File: config.mk
export PLATFORM = sky130hd
export DESIGN_NAME = str_addr_gen
export DESIGN_NICKNAME = d
export VERILOG_FILES = /design/src/rtl/sag_pkg.sv /design/src/rtl/sag_base_calc.sv /design/src/rtl/sag_seq.sv /design/src/rtl/str_addr_gen.sv
export SDC_FILE = /design/constraint.sdc
export NUM_CORES = 1
export LEC_CHECK = 0
export ABC_AREA = 1
export BUFFER_PORTS_ARGS = -buffer_cell sky130_fd_sc_hd__buf_2
export CORE_AREA = 2 2 120 122
export CTS_CLUSTER_SIZE = 14
export DETAILED_ROUTE_END_ITERATION = 10
export DIE_AREA = 0 0 122 124
export PLACE_DENSITY = 0.78
export SLEW_MARGIN = 25
export SYNTH_ARGS = -nofsm -noshare
export SYNTH_HDL_FRONTEND = slang
export SYNTH_SLANG_ARGS = --single-unit
File: constraint.sdc
create_clock -name clk -period 2 [get_ports clk]
set_input_delay 0.2 -clock clk [delete_from_list [all_inputs] [get_ports clk]]
set_output_delay 0.2 -clock clk [all_outputs]
set_load 0.01 [all_outputs]
File: src/rtl/sag_pkg.sv
package sag_pkg;
  localparam int NREG = 8;
  localparam int SELW = 3;
  localparam int IDX_REG = 5;
  localparam int PAGE_REG = 6;
  localparam int SHORT_W = 7;

  typedef enum logic [2:0] {
    M_DIRECT   = 3'b000,
    M_INDIRECT = 3'b001,
    M_INDEXED  = 3'b010,
    M_LONG     = 3'b011,
    M_SHORT    = 3'b100
  } mode_e;

  typedef enum logic [1:0] {
    PM_NONE = 2'b00,
    PM_INC  = 2'b01,
    PM_DEC  = 2'b10,
    PM_IDX  = 2'b11
  } pm_e;
endpackage

File: src/rtl/sag_base_calc.sv
module sag_base_calc
  import sag_pkg::*;
#(
  parameter int AW = 16
) (
  input  logic [7:0]         op,
  input  logic [AW-1:0]      offset,
  input  logic [NREG*AW-1:0] regs,
  input  logic               is_str,
  output logic [AW-1:0]      base,
  output logic [AW-1:0]      step,
  output logic               wb_en,
  output logic [SELW-1:0]    sel,
  output logic               bad
);
  logic [AW-1:0] rf [NREG];
  logic [2:0]    mode_raw;
  pm_e           pm;

  for (genvar g = 0; g < NREG; g++) begin : g_unpack
    assign rf[g] = regs[g*AW +: AW];
  end

  assign mode_raw = op[7:5];
  assign sel      = op[4:2];
  assign pm       = pm_e'(op[1:0]);

  always_comb begin
    base  = '0;
    wb_en = 1'b0;
    bad   = 1'b0;
    unique case (mode_raw)
      M_DIRECT:   base = offset;
      M_INDIRECT: begin
        base  = rf[sel];
        wb_en = (pm != PM_NONE);
      end
      M_INDEXED:  base = rf[sel] + rf[IDX_REG];
      M_LONG:     base = rf[sel] + offset;
      M_SHORT:    base = rf[PAGE_REG] + {{(AW-SHORT_W){1'b0}}, offset[SHORT_W-1:0]};
      default:    bad = 1'b1;
    endcase
    if (mode_raw != M_INDIRECT && pm != PM_NONE) bad = 1'b1;
  end

  always_comb begin
    if (is_str) begin
      step = AW'(1);
    end else begin
      unique case (pm)
        PM_INC:  step = AW'(1);
        PM_DEC:  step = {AW{1'b1}};
        PM_IDX:  step = rf[IDX_REG];
        default: step = '0;
      endcase
    end
  end
endmodule

File: src/rtl/sag_seq.sv
module sag_seq
  import sag_pkg::*;
#(
  parameter int AW = 16,
  parameter int LW = 8
) (
  input  logic            clk,
  input  logic            rst_n,
  input  logic            accept,
  input  logic            bad,
  input  logic [AW-1:0]   base,
  input  logic [AW-1:0]   step,
  input  logic            wb_en,
  input  logic [SELW-1:0] sel,
  input  logic [LW-1:0]   len,
  input  logic            out_ready,
  output logic            addr_valid,
  output logic [AW-1:0]   addr,
  output logic            wb_valid,
  output logic [SELW-1:0] wb_idx,
  output logic [AW-1:0]   wb_data,
  output logic            busy,
  output logic            err
);
  logic            vld_q;
  logic [AW-1:0]   addr_q;
  logic [AW-1:0]   step_q;
  logic            wb_q;
  logic [SELW-1:0] sel_q;
  logic [LW-1:0]   rem_q;
  logic            err_q;
  logic            beat;

  assign beat = vld_q && out_ready;

  always_ff @(posedge clk or negedge rst_n) begin
    if (!rst_n) begin
      vld_q  <= 1'b0;
      addr_q <= '0;
      step_q <= '0;
      wb_q   <= 1'b0;
      sel_q  <= '0;
      rem_q  <= '0;
      err_q  <= 1'b0;
    end else begin
      err_q <= accept && bad;
      if (accept && !bad) begin
        vld_q  <= 1'b1;
        addr_q <= base;
        step_q <= step;
        wb_q   <= wb_en;
        sel_q  <= sel;
        rem_q  <= len;
      end else if (beat) begin
        if (rem_q == '0) begin
          vld_q <= 1'b0;
        end else begin
          addr_q <= addr_q + AW'(1);
          rem_q  <= rem_q - LW'(1);
        end
      end
    end
  end

  assign addr_valid = vld_q;
  assign addr       = addr_q;
  assign busy       = vld_q;
  assign err        = err_q;
  assign wb_valid   = beat && wb_q;
  assign wb_idx     = sel_q;
  assign wb_data    = addr_q + step_q;
endmodule

File: src/rtl/str_addr_gen.sv
module str_addr_gen
  import sag_pkg::*;
#(
  parameter int AW = 16,
  parameter int LW = 8
) (
  input  logic               clk,
  input  logic               rst_n,
  input  logic               in_valid,
  output logic               in_ready,
  input  logic [7:0]         op,
  input  logic [AW-1:0]      offset,
  input  logic [LW-1:0]      str_len,
  input  logic [NREG*AW-1:0] regs,
  input  logic               out_ready,
  output logic               addr_valid,
  output logic [AW-1:0]      addr,
  output logic               wb_valid,
  output logic [SELW-1:0]    wb_idx,
  output logic [AW-1:0]      wb_data,
  output logic               busy,
  output logic               err
);
  logic            accept;
  logic [AW-1:0]   base;
  logic [AW-1:0]   step;
  logic            wb_en;
  logic [SELW-1:0] sel;
  logic            bad;

  assign in_ready = !busy;
  assign accept   = in_valid && in_ready;

  sag_base_calc #(.AW(AW)) calc_i (
    .op     (op),
    .offset (offset),
    .regs   (regs),
    .is_str (|str_len),
    .base   (base),
    .step   (step),
    .wb_en  (wb_en),
    .sel    (sel),
    .bad    (bad)
  );

  sag_seq #(.AW(AW), .LW(LW)) seq_i (
    .clk        (clk),
    .rst_n      (rst_n),
    .accept     (accept),
    .bad        (bad),
    .base       (base),
    .step       (step),
    .wb_en      (wb_en),
    .sel        (sel),
    .len        (str_len),
    .out_ready  (out_ready),
    .addr_valid (addr_valid),
    .addr       (addr),
    .wb_valid   (wb_valid),
    .wb_idx     (wb_idx),
    .wb_data    (wb_data),
    .busy       (busy),
    .err        (err)
  );
endmodule

### Yosys cells after proc, flatten, opt, wreduce, memory -nomap -nowiden

Cells that the tools add are included.

* mux-type cells: 18
* order comparisons: 1
* add/sub/neg operators: 6
* equal/unequal tests: 9
* reduce and logical (&&, ||, !) cells: 17
* bitwise gates (word level): 1

Operator list (number)
* 16-bit 2-to-1 mux: 6
* 16-bit one-hot mux with 5 select lines: 1
* 16-bit adder: 3
* 16-bit binary-select mux with 3-bit select: 1
* 16-bit one-hot mux with 3 select lines: 1
* 8-bit 2-to-1 mux: 3
* 16-bit by 1-bit adder with 16-bit output (second input constant): 1
* 16-bit by 7-bit adder with 16-bit output: 1
* 8-bit logical NOT: 1
* 8-bit OR reduction: 1
* 8-bit by 1-bit subtractor with 8-bit output (second input constant): 1
* 3-bit by 2-bit equality test with 1-bit output (second input constant): 2
* 1-bit logical AND: 6
* 1-bit 2-to-1 mux: 6
* 2-bit nonzero test: 3
* 5-bit OR reduction: 1
* 2-bit equality test (second input constant): 2
* 4-bit greater-or-equal comparator (second input constant): 1
* 3-bit inverter with 4-bit output: 1
* 2-bit AND reduction: 2
* 3-bit by 1-bit equality test with 1-bit output (second input constant): 1
* 3-bit equality test (second input constant): 1
* 3-bit logical NOT: 1
* 3-bit by 1-bit != test with 1-bit output (second input constant): 1
* other kinds (3): 4

* bits of input ports: 164
* register bits after elaboration: 46
* word-level logic and storage cells: 59
* output and inout port bits: 40

### Logic depth before layout (Yosys ltp)

* word-level depth: 8
* depth in mapped cells: 20
* gate-level depth less buffers: 18

### Cells and area by module

From an unflattened synthesis, not the netlist that was laid out.

* cell total of the unflattened synthesis: 1282
* area total of the unflattened synthesis: 7128.1 um2

Modules (own cells, without submodules)
* sag_seq: cells each 551, times used 1, sequential area each 1151.1 um2, area each 3569.7 um2
* sag_base_calc: cells each 713, times used 1, sequential area each 0.0 um2, area each 3490.8 um2
* str_addr_gen: cells each 18, times used 1, sequential area each 0.0 um2, area each 67.6 um2

### Worst setup path after synthesis

No wires, ideal clock.

* path kind: input to register
* from: input op[2]
* to: register seq_i.addr_q[12] (netlist: seq_i.addr[12])
* stages on the path: 19
* setup time: 0.121 ns
* arrival: 2.248 ns
* setup slack: -0.370 ns
* required time: 1.879 ns
* buffers on the path: 2
* cell sequence: buf_4 buf_2 nor2_1 nor2_1 o21ai_0 o21ai_0 o21a_1 ha_1 fa_1 nand3_1 nand3_1 nand2_1 nand2_1 nand2_1 nand2_1 o21bai_1 nor2_1 nor2_1 nor2_1

* word-level cells in the longest chain between the ends: 7
* elaborated cells between the ends (all ways): 8
* those cells by class: add/sub (2); mux (5); bitwise (1)

RTL lines
* from (decl): RTL line str_addr_gen.sv:11 `input logic [7:0] op,`
* 3-bit inverter with 4-bit output (implied by the code) (*): RTL line sag_base_calc.sv:35, sag_base_calc.sv:38, sag_base_calc.sv:39
* 16-bit binary-select mux with 3-bit select (*): RTL line sag_base_calc.sv:35, sag_base_calc.sv:38, sag_base_calc.sv:39
* 16-bit 2-to-1 mux (implied by the code) (*) (2 in a row): RTL line sag_base_calc.sv:35, sag_base_calc.sv:38, sag_base_calc.sv:39
* 16-bit adder, on equally long branches: RTL line sag_base_calc.sv:39, sag_base_calc.sv:38
* 16-bit one-hot mux with 5 select lines (*): RTL line sag_base_calc.sv:32 `unique case (mode_raw)`
* 16-bit 2-to-1 mux (*): RTL line sag_seq.sv:47 `if (accept && !bad) begin`
* to (signal assigned): RTL line sag_seq.sv:49 `addr_q <= base;`
* to (signal assigned): RTL line sag_seq.sv:58 `addr_q <= addr_q + AW'(1);`
* to (decl): RTL line sag_seq.sv:26 `logic [AW-1:0] addr_q;`

Mark *: on every way between the ends. The rest lies on a longest branch, timed or not. The select of a mux whose other input is x is not followed.
A chain may end at the register's enable or synchronous reset.

### Final worst setup path

* from: register seq_i.step_q[0]
* to: output wb_data[10]

* word-level cells in the longest chain between the ends: 1

RTL lines
* from (decl): RTL line sag_seq.sv:27 `logic [AW-1:0] step_q;`
* from (signal assigned): RTL line sag_seq.sv:50 `step_q <= step;`
* 16-bit adder: RTL line sag_seq.sv:71 `assign wb_data = addr_q + step_q;`
* to (decl): RTL line str_addr_gen.sv:20 `output logic [AW-1:0] wb_data,`

No other way between the ends.

==> metrics list <==
* Status: finished, violations left
* Violations in the final reports: setup timing
* Chain of cells forming the critical path: ha_2 > inv_2 > fa_2 > nand3b_1 > nand2_2 > a21boi_4 > o21ai_2 > nand2_1 > nand2_2 > xor2_2 > buf_2
* Synth Cell Area: about 0.0065 mm^2
- TritonCTS built the clock tree.
- Number of enable-type register cells in the synthesized netlist: 0
- Sequential group share of total power: 0.197
- The detail route stage leaves a number of antenna-violating nets equal to 0.
* Combinational fraction of design power: 0.696
* Footprint of the flip-flops and latches: roughly 0.0012 mm^2
- Data arrives at the worst endpoint at around 2.2 ns.
- The number of max-slew violations in the final report was 0.
- Clock buffers created by TritonCTS: 5
- Fraction of final layout cells with drive strength greater than 1: 0.399
* Unrepaired setup endpoints after global routing: yes
- Power dissipated by switching net loads: roughly 3.6 mW
- The worst setup path is captured at an output port.
* Ys async rst share: 1.00
- Entering global routing, the biggest net connects 40 pins.
- Fin Setup TNS: -3.91 ns
* Post-route minimum period: 2.36 ns
- Setup slack, reg-to-reg: about 0.09 ns
- The clock arrives with roughly 0.0062 ns of skew.
* Routed WL per cell: around 17 um
* Post-detail-place hpwl: slightly above 20000 um
- The analysis attributes to cell leakage a power of roughly 5.3 nW.
- Part of the power in the clock network: 0.107
- Final cell count without fillers: ~1700
- The pre-antenna-repair detailed-routing pass consisted of 6 iterations.
- In the final layout, the multi-input gates occupy 0.00548 mm^2.
- In this run the core area contains between 40 and 50 standard-cell rows.
* WHS Path Cells: 3
- Clock tree synthesis selected as its root buffer the cell sky130_fd_sc_hd__clkbuf_16.
* Worst Path Required: approximately 1.8 ns
- In the post-route analysis, the smallest setup slack over all paths is -0.359 ns.
- The congestion estimate from routability-driven global placement came to around 1.0.
* Slew @ Worst Pin: 0.543 ns
- Net count of the mapped netlist: 1334
- STA classifies the critical path startpoint as a flop.
- CTS clock-pin slew for the worst setup and hold paths: around 0.070 ns
- First-pass GRT wire length: 41400 um
- Clock buffer depth: 2
* Power density over the cells: about 750 mW/mm^2
* Maximum fanout along the worst path: 3
- The internal portion of the total power is 4.15 mW.
- The die covers around 0.015 mm^2.
- The clock net in this run drives a total of between 40 and 50 sinks.
- Worst hold slack: ~0.15 ns
- Antenna diode count: 0
- Overall routing resource usage: 0.352
* Grt ovf: 0
* Height of the die: around 120 um
- Hold Path Origin: str_len[7]
* Die Wd: 122 um
- After detailed routing, the number of remaining DRC violations is 0.
- Area delta synth->final: 59.8%
* Setup violations, final: 22
- Static timing analysis puts the maximum clock frequency at approximately 0.42 GHz.
* Top-level port count: 204
- Cells after Synth: between 1000 and 1500
- Timing analysis after detailed placement gives a worst setup slack of -0.477 ns.
- Hold Crit Class: in2reg
- During synthesis, Yosys emitted a total of 0 warnings.
* Vias per std cell: roughly 5.6
* Final Routed Wirelength: around 29000 um
- Counting stages on the worst path, the most repeated cell is sky130_fd_sc_hd__nand2_2.
- The core region is approximately 0.014 mm^2.
* Sequential area share after synthesis: 0.176
- Start of the worst register-to-register path: seq_i.addr[1]
- The worst register-to-register path ends at seq_i.addr[14].
- The number of hold violations in the final report is 0.
* Crit-path slowest cell: sky130_fd_sc_hd__dfrtp_1
- In this run the tightest slew margin relative to its limit is 0.638.
* Max capacitance violation total: 0
- The path with the worst hold slack has its endpoint at seq_i.rem_q[7].
* Number of global-route vias before repair: between 8000 and 9000
- Mean instance size in the synthesized netlist: ~5.8 um^2
- In the synthesized netlist the dominant register cell turns out to be sky130_fd_sc_hd__dfrtp_1.
- Iteration-0 DRC count of the detailed router: around 1000
- For this block, the via count after detailed routing is around 9400.
- Synthesis inferred between 40 and 50 register bits.
- IO buf count: 203
- The net count of the finished layout is around 1700.
* Type of the worst setup path: reg2out
- Fill cells in the final layout number just over 1000.
* Total instance count after detailed placement: ~1600
- Share of the clock period used by the worst path after layout: 1.18
- Sw Share: 0.466
- For this configuration, the core starts out at a cell density of 0.476.
- Leading cell types in the layout, fill and taps excluded: sky130_fd_sc_hd__nand2_1 (252), sky130_fd_sc_hd__buf_2 (201), sky130_fd_sc_hd__buf_4 (165)
* Delay of the slowest critical-path stage: around 0.35 ns
* Clk Latency, worst-skew pair: 0.30 ns
- IR analysis of the VDD net gives a maximum drop of roughly 0.47 mV.
- The library cell used most frequently in the layout, excluding fill and tap cells, is sky130_fd_sc_hd__nand2_1.
- Number of library cell types mapped by synthesis: 44
- In this run the number of H-tree levels came out at 2.
* Number of antenna violations at the first check in global routing: 1
* R2R depth: 11
-- power by group through the flow --
| stage | combinational (mW) | clock (mW) | sequential, mW |
|---|---|---|---|
| after CTS | 4.91 | 0.846 | 1.50 |
| final | 5.42 | 0.835 | 1.53 |
| after global routing | 5.89 | 0.877 | 1.55 |
| after global placement | 4.36 | 0 | 1.47 |
| after floorplan | 2.48 | 0 | 1.64 |
| after detailed placement | 4.46 | 0 | 1.48 |
-- layer usage --
metal,vias to the layer above,part of all wire,track usage
li1,4421,-,-
met1,4274,0.37,0.408
met2,578,0.48,0.627
met3,113,0.091,0.0586
met4,2,0.051,0.174
met5,-,0.00046,0
-- critical path: cells and delay by family, from the launching register on --
kind / cells / cell delay, ns
fa+ha+maj: 2 / 0.53
simple gates: 4 / 0.49
flops: 1 / 0.35
compound gates: 2 / 0.20
buf+inv: 2 / 0.17
xor+xnor: 1 / 0.12
-- sequential cells by signal, summed over array words and instances (netlist names) --
signal,count
seq_i.addr,16
seq_i.addr_valid,1
seq_i.err,1
seq_i.rem_q,8
seq_i.step_q,16
seq_i.wb_idx,3
seq_i.wb_q,1
-- cell type report --
cell class | count | share of cell area
Timing Repair Buffer | 400 | 0.276
Clock inverter | 3 | 0.00204
Sequential cell | 46 | 0.110
Multi-Input combinational cell | 895 | 0.525
Clock buffer | 5 | 0.0120
Tap cell | 180 | 0.0216
Inverter | 139 | 0.0522
-- synthesized netlist by cell type, types with 2 or more instances --
master | n | area, um^2
sky130_fd_sc_hd__buf_4 | 4 | 30.0
sky130_fd_sc_hd__nand2_1 | 290 | 1090
sky130_fd_sc_hd__ha_1 | 40 | 500
sky130_fd_sc_hd__clkinv_1 | 2 | 7.51
sky130_fd_sc_hd__or2_2 | 3 | 18.8
sky130_fd_sc_hd__a211oi_2 | 2 | 25.0
sky130_fd_sc_hd__and2_1 | 10 | 62.6
sky130_fd_sc_hd__dfrtp_1 | 46 | 1150
sky130_fd_sc_hd__a21boi_0 | 2 | 15.0
sky130_fd_sc_hd__buf_2 | 27 | 135
sky130_fd_sc_hd__o22ai_1 | 4 | 25.0
sky130_fd_sc_hd__a31oi_1 | 2 | 12.5
sky130_fd_sc_hd__nor3_1 | 11 | 55.1
sky130_fd_sc_hd__o211ai_1 | 17 | 128
sky130_fd_sc_hd__inv_1 | 132 | 495
sky130_fd_sc_hd__inv_2 | 5 | 18.8
sky130_fd_sc_hd__xnor2_1 | 10 | 87.6
sky130_fd_sc_hd__nor2_2 | 2 | 12.5
sky130_fd_sc_hd__buf_6 | 5 | 56.3
sky130_fd_sc_hd__nand3b_1 | 7 | 52.6
sky130_fd_sc_hd__o21ai_1 | 10 | 50.1
sky130_fd_sc_hd__clkbuf_1 | 10 | 37.5
sky130_fd_sc_hd__o221ai_1 | 3 | 26.3
sky130_fd_sc_hd__o21ai_0 | 96 | 480
sky130_fd_sc_hd__nor2_1 | 139 | 522
sky130_fd_sc_hd__xor2_1 | 16 | 140
sky130_fd_sc_hd__o21bai_1 | 2 | 15.0
sky130_fd_sc_hd__o21a_1 | 7 | 52.6
sky130_fd_sc_hd__nand3_1 | 111 | 556
sky130_fd_sc_hd__a21oi_1 | 81 | 405
sky130_fd_sc_hd__fa_1 | 3 | 60.1
sky130_fd_sc_hd__nand4_1 | 14 | 87.6
sky130_fd_sc_hd__a21oi_2 | 2 | 17.5
sky130_fd_sc_hd__o31ai_1 | 2 | 15.0
-- kinds of logic (layout without fill, tap and decap cells) --
kind of cell,after synthesis,in the layout,share of synthesized area
AND/OR/NAND/NOR,592,592,0.383
AO/OA/AOI/OAI,234,234,0.199
buffers and inverters,186,547,0.120
flip-flops,46,46,0.176
adder cells (fa/ha/maj),43,43,0.0859
XOR/XNOR,26,26,0.0349
-- what timing repair did --
| item | CTS | global route |
|---|---|---|
| buffers inserted | 35 | 17 |
| hold endpoints to repair | 21 | 0 |
| cloned | 6 | 5 |
| hold buffers | 1 | 0 |
| gates resized for setup | 104 | 133 |
| pin swaps | 77 | 89 |
| setup endpoints to repair | 26 | 28 |
-- how the worst max path moves through the flow --
stage,cells after the start,to,slack (ns),from
floorplan,19,seq_i.addr[12],-0.21,op[2]
global placement,17,seq_i.addr[8],-0.47,op[2]
detailed placement,17,seq_i.addr[8],-0.48,op[2]
CTS,11,wb_data[10],-0.30,seq_i.step_q[0]
global route,11,wb_data[10],-0.47,seq_i.step_q[0]
finish,11,wb_data[10],-0.36,seq_i.step_q[0]
-- per-stage QoR --
step | power, mW | instance area (um^2) | utilization
2_1_floorplan | 4.12 | 6710 | -
3_3_place_gp | 5.83 | 8820 | 0.643
3_5_place_dp | 5.94 | 8820 | 0.643
4_1_cts | 7.26 | 9810 | 0.715
5_1_grt | 8.32 | 10400 | 0.760
6_report | 7.78 | 10400 | 0.760
No activity file was read; power rests on OpenSTA's default activity.
